File: config.mk
export PLATFORM = sky130hd
export DESIGN_NAME = i2c_lockup_guard
export DESIGN_NICKNAME = d
export VERILOG_FILES = /design/src/rtl/i2c_lockup_guard.sv
export SDC_FILE = /design/constraint.sdc
export NUM_CORES = 1
export LEC_CHECK = 0
export ABC_AREA = 1
export BUFFER_PORTS_ARGS = -buffer_cell sky130_fd_sc_hd__buf_2
export CORE_ASPECT_RATIO = 1.5
export CORE_MARGIN = 1.5
export CORE_UTILIZATION = 35
export CTS_CLUSTER_SIZE = 10
export DETAILED_ROUTE_END_ITERATION = 8
export GPL_TIMING_DRIVEN = 0
export SLEW_MARGIN = 40
export SYNTH_ARGS = -nofsm -noshare
export SYNTH_HDL_FRONTEND = slang
export SYNTH_SLANG_ARGS = --single-unit
File: constraint.sdc
create_clock -name clk -period 2.1 [get_ports clk]
set_clock_uncertainty 0.1 [all_clocks]
set_input_delay 0.105 -clock clk [delete_from_list [all_inputs] [get_ports clk]]
set_output_delay 0.105 -clock clk [all_outputs]
set_load 0.03 [all_outputs]
File: src/rtl/i2c_lockup_guard.sv
module i2c_lockup_guard #(
  parameter int unsigned TIMEOUT_CYCLES = 25_000_000,
  parameter int unsigned RST_MIN_CYCLES = 100,
  parameter bit          HAS_TIMEOUT    = 1'b1,
  parameter bit          HAS_RST_PIN    = 1'b1
) (
  input  logic clk,
  input  logic rst_n,
  input  logic scl_in,
  input  logic sda_in,
  input  logic ext_rst_n,
  input  logic tgt_busy,
  input  logic tgt_sda_oe,
  output logic sda_oe,
  output logic bus_reset,
  output logic regs_reset
);
  localparam int TW = $clog2(TIMEOUT_CYCLES + 1);
  localparam int RW = $clog2(RST_MIN_CYCLES + 1);

  logic [1:0] scl_sy, sda_sy;
  logic       sda_q;
  logic       scl_s, sda_s;
  logic       stop_det, to_fire, pin_fire;

  always_ff @(posedge clk or negedge rst_n)
    if (!rst_n) begin
      scl_sy <= 2'b11;
      sda_sy <= 2'b11;
      sda_q  <= 1'b1;
    end else begin
      scl_sy <= {scl_sy[0], scl_in};
      sda_sy <= {sda_sy[0], sda_in};
      sda_q  <= sda_sy[1];
    end

  assign scl_s    = scl_sy[1];
  assign sda_s    = sda_sy[1];
  assign stop_det = scl_s & sda_s & ~sda_q;

  generate
    if (HAS_TIMEOUT) begin : g_timeout
      logic [TW-1:0] to_cnt;
      logic          to_hit;
      assign to_hit  = (to_cnt == TW'(TIMEOUT_CYCLES - 1));
      assign to_fire = ~sda_s & tgt_busy & to_hit;
      always_ff @(posedge clk or negedge rst_n)
        if (!rst_n)        to_cnt <= '0;
        else if (sda_s)    to_cnt <= '0;
        else if (tgt_busy) to_cnt <= to_hit ? '0 : to_cnt + 1'b1;
    end else begin : g_no_timeout
      logic busy_unused;
      assign busy_unused = tgt_busy;
      assign to_fire     = 1'b0;
    end

    if (HAS_RST_PIN) begin : g_pin
      logic [1:0]    pin_sy;
      logic [RW-1:0] pin_cnt;
      assign pin_fire = ~pin_sy[1] & (pin_cnt == RW'(RST_MIN_CYCLES - 1));
      always_ff @(posedge clk or negedge rst_n)
        if (!rst_n) begin
          pin_sy  <= 2'b11;
          pin_cnt <= '0;
        end else begin
          pin_sy <= {pin_sy[0], ext_rst_n};
          if (pin_sy[1])                            pin_cnt <= '0;
          else if (pin_cnt != RW'(RST_MIN_CYCLES))  pin_cnt <= pin_cnt + 1'b1;
        end
    end else begin : g_no_pin
      logic pin_unused;
      assign pin_unused = ext_rst_n;
      assign pin_fire   = 1'b0;
    end
  endgenerate

  always_ff @(posedge clk or negedge rst_n)
    if (!rst_n) begin
      bus_reset  <= 1'b0;
      regs_reset <= 1'b0;
    end else begin
      bus_reset  <= to_fire | stop_det | pin_fire;
      regs_reset <= pin_fire;
    end

  assign sda_oe = tgt_sda_oe & ~bus_reset;
endmodule

==> results.txt <==
The count of pins over their slew limit was 0; the summed instance area of the synthesized netlist was 0.00220 mm^2. The setup TNS after final layout is 0 ns. Worst min-delay path class: in2reg.

The fmax was 560 MHz; the total buffers and inverters traversed by the critical path was 1. The number of global-route vias before repair was 1751; the share of final-layout standard cells stronger than drive strength 1 was 17.4%. The cell with the biggest individual delay on the critical path was sky130_fd_sc_hd__dfrtp_1. The initial antenna violation count was 0. After global routing the overflow that remains totals 0.

Subtracting the final worst setup slack from the clock period gives 1.79 ns. Sorting the synthesized cells by area gives the leading types as sky130_fd_sc_hd__dfrtp_1 39%, sky130_fd_sc_hd__nand2_1 10%, sky130_fd_sc_hd__dfstp_2 8.4%. The clock-pin transition on the worst setup and hold timing paths was 0.08 ns; the worst-case headroom to the max-slew limit was 64.1%.

After synthesis, the netlist uses 30 different library cells. The most numerous cell type found on the critical path is sky130_fd_sc_hd__nor2_2. TritonCTS built the clock tree. Setup repair after global routing left no endpoint under its margin.

The type of the setup path with the least slack was reg2reg. The share of the Yosys chip area taken by registers is 47.1%. In this run the biggest area consumer among cell types represents 38.7% of the synthesized area.

Buffers placed on the I/O ports in this run total 9. The biggest area contributor in the post-synthesis netlist is sky130_fd_sc_hd__dfrtp_1. The run gives 0 as the number of routed nets with antenna violations. The startpoint type of the worst setup path was a flop.

The post-detailed-route via-to-cell ratio was 4.92. The number of nets handed over by synthesis was 277. The number of cells produced by synthesis is 267, and the layout-stage area growth over the synthesis result is 13.7%. Final clock period utilization by the worst path: 85.1%. The power per unit of standard cell area works out to 631 mW/mm^2. The flow ran to the end, and the final reports show no timing, DRC or antenna violations.

After floorplanning, the core was sized to cover 0.00609 mm^2. The longest clock path from root to sink contains 2 buffers. After synthesis, the most frequently instantiated cells are 60 x sky130_fd_sc_hd__nand2_1, 34 x sky130_fd_sc_hd__dfrtp_1, 30 x sky130_fd_sc_hd__inv_1, 30 x sky130_fd_sc_hd__nor2_1, 16 x sky130_fd_sc_hd__nand3_1. The die outline width was 67.7 um; the die span in y was 100 um. The tools report the final antenna diode count as 0.

For the maximum number of pins on one net before global-route repair, the log shows 42. The family with the most delay on the worst path was simple AND/OR/NAND/NOR gates. Yosys mapped a number of flops with a built-in enable equal to 0. In this run the clock root is driven by a sky130_fd_sc_hd__clkbuf_8. Setup violations remaining at the end of the flow were counted as 0. The average cell area after synthesis works out to 8.23 um^2. sky130_fd_sc_hd__nand2_1 is the most common cell in the netlist. In this run the number of H-tree levels came out at 2. Clock latency on the worst-skew pair, taken at its later pin, is 0.30 ns. The tools report the maximum vdd ir drop as 0.277 mV. The length of the first detailed-routing pass in iterations is 6, and the static leakage is 1.04 nW.

The critical path runs through a total of 9 cells. Setup slack on the critical path of the routed design comes to 0.313 ns. The number of placed instances, taps included, is 350. Summed over all layers, the routed wires come to 4.59 mm. Yosys printed 0 warnings.

The clock sink total was 41; the async set-reset flop share out of synthesis was 100%. The count of pins on the block boundary came out at 10. The signal on the critical path passes through ha_1 > nand2_1 > nor2_2 > nand3_2 > nor2_2 > nor2_2 > buf_6 > nand2_1 > o21ai_1. Data on the critical path arrives at its endpoint at 1.87 ns. The final cell count without fillers is 362, and the maximum fanout along the worst path is 10. In this design, the stage delay of the slowest critical-path cell is 0.39 ns. Counting instances, the worst hold path has a depth of 5.

The die covers 0.00678 mm^2. In the routed design, unresolved DRC markers number 0. The net count of the finished layout is 297.

The logs give 3.38 mm for the detailed-placement wirelength estimate and 0 for the post-CTS setup repair buffer count. The initialized floorplan defines 35 standard-cell rows. Max-cap violations in this run came to 0. The worst reg2reg path depth was 9. Total power for the finished layout comes to 1.58 mW. After synthesis the netlist holds a flip-flop and latch count of 41. The worst setup path is captured at a flop. The critical path required time came out at 2.18 ns. The logs give 1781 for the total vias in the final route and 0 for the number of gates resized after CTS.

After detailed routing, the average wire length per cell comes to 12.7 um. In this run, CTS created clock tree buffers numbering 5. The first-iteration detailed-routing DRC count was 97.

The most used flip-flop cell after synthesis is sky130_fd_sc_hd__dfrtp_1. The actual transition at the worst max-transition pin works out to 0.537 ns. Across every metal layer, demand over resource in global routing totals 16.1%. Prior to clock tree synthesis, the placed netlist has a worst setup slack of 0.271 ns. Once the floorplan was initialized, standard cells occupied 36.1% of the core. The first global-routing pass estimated 8.20 mm of wire. On the final layout, the worst hold slack is 0.0827 ns. At the end of routability-driven placement, the weighted congestion stood at 0.820.

Number of hold-slack violations in the final timing report: 0.
## worst paths after layout
check	startpoint	slack (ns)	endpoint
min	tgt_busy	0.08	bus_reset$_DFF_PN0_
max	g_timeout.to_cnt[0]$_DFFE_PN0P_	0.31	g_timeout.to_cnt[15]$_DFFE_PN0P_
min reg2reg	sda_sy[0]$_DFF_PN1_	0.26	sda_sy[1]$_DFF_PN1_
min in group asynchronous	rst_n	0.22	g_pin.pin_cnt[6]$_DFFE_PN0P_
max in group asynchronous	rst_n	1.30	g_timeout.to_cnt[19]$_DFFE_PN0P_
max reg2reg	g_timeout.to_cnt[0]$_DFFE_PN0P_	0.31	g_timeout.to_cnt[15]$_DFFE_PN0P_
## what timing repair did
item	in CTS	in global routing
hold endpoints to repair	37	0
hold buffers	4	0
setup endpoints to repair	0	0
## cell type report
type,count,area (um^2)
clock buffer,6,82.6
clock inverter,2,37.5
timing repair buffer,13,87.6
buffer,3,22.5
fill,600,3590
sequential,41,1030
tap,74,92.6
multi-input combinational,192,1020
inverter,31,116
## cell usage in the layout (no fill, tap or decap)
master | Yosys | final
sky130_fd_sc_hd__o22ai_1 | 9 | 9
sky130_fd_sc_hd__dlygate4sd3_1 | 0 | 4
sky130_fd_sc_hd__nand3_2 | 4 | 4
sky130_fd_sc_hd__buf_2 | 0 | 8
sky130_fd_sc_hd__clkinv_1 | 1 | 1
sky130_fd_sc_hd__xor2_1 | 10 | 10
sky130_fd_sc_hd__bufinv_16 | 0 | 1
sky130_fd_sc_hd__a31oi_1 | 1 | 1
sky130_fd_sc_hd__dfstp_2 | 7 | 7
sky130_fd_sc_hd__a21oi_1 | 10 | 10
sky130_fd_sc_hd__dfrtp_1 | 34 | 34
sky130_fd_sc_hd__nor2_4 | 3 | 3
sky130_fd_sc_hd__a21oi_2 | 3 | 3
sky130_fd_sc_hd__clkbuf_1 | 1 | 1
sky130_fd_sc_hd__xnor2_1 | 2 | 2
sky130_fd_sc_hd__clkinvlp_4 | 0 | 1
sky130_fd_sc_hd__buf_4 | 1 | 2
sky130_fd_sc_hd__nand3_1 | 16 | 16
sky130_fd_sc_hd__nand2_2 | 6 | 6
sky130_fd_sc_hd__clkbuf_8 | 0 | 6
sky130_fd_sc_hd__nor2_1 | 30 | 30
sky130_fd_sc_hd__nand2_1 | 60 | 60
sky130_fd_sc_hd__nor2_2 | 5 | 5
sky130_fd_sc_hd__nor3_1 | 4 | 4
sky130_fd_sc_hd__o21ai_2 | 2 | 2
sky130_fd_sc_hd__ha_1 | 3 | 3
sky130_fd_sc_hd__o21ai_0 | 9 | 9
sky130_fd_sc_hd__o21ai_1 | 5 | 5
sky130_fd_sc_hd__buf_6 | 1 | 1
sky130_fd_sc_hd__and3_1 | 1 | 1
sky130_fd_sc_hd__nor3_4 | 1 | 1
sky130_fd_sc_hd__inv_1 | 30 | 30
sky130_fd_sc_hd__nand4_1 | 6 | 6
sky130_fd_sc_hd__o21bai_1 | 1 | 1
sky130_fd_sc_hd__o211ai_1 | 1 | 1
## metrics by stage
stage / cell area [um^2] / utilization, %
finish: 2500 / 41.0
global route: 2500 / 41.0
CTS: 2500 / 41.0
detailed placement: 2340 / 38.4
global placement: 2340 / 38.4
floorplan: 2200 / -
## worst min-delay path: cells and delay by family
family / cells / cell delay (ns)
buf+inv: 2 / 0.14
compound gates: 1 / 0.07
simple gates: 2 / 0.12
## flip-flops by register name, summed over array words and instances (netlist names)
signal	count
g_timeout.to_cnt	25
g_pin.pin_cnt	7
g_pin.pin_sy	2
scl_sy	2
sda_sy	2
bus_reset	1
regs_reset	1
sda_q	1
## report_power, final
part / total, mW / switching (mW) / internal, mW
combinational: 0.0857 / 0.0576 / 0.0282
clock: 0.671 / 0.284 / 0.387
sequential: 0.821 / 0.0112 / 0.810
total: 1.58 / 0.353 / 1.22
## layer usage
layer,routed length (um),vias to the layer above,GRT usage [%]
li1,-,902,-
met1,1970,851,19.0
met2,2400,16,26.9
met3,80,12,3.14
met4,147,0,8.48
met5,0,-,0
## cells by family (layout without fill, tap and decap cells)
kind of cell	count (synthesis)	count (layout)	synth area share [%]
AOI/OAI and AO/OA	41	41	11.0
and+or+nand+nor	136	136	29.1
DFF	41	41	47.1
xor gates and xnor gates	12	12	4.78
adders and majority gates	3	3	1.71
buffers and inverters	34	55	6.32
(Power assumes the default switching activity.)
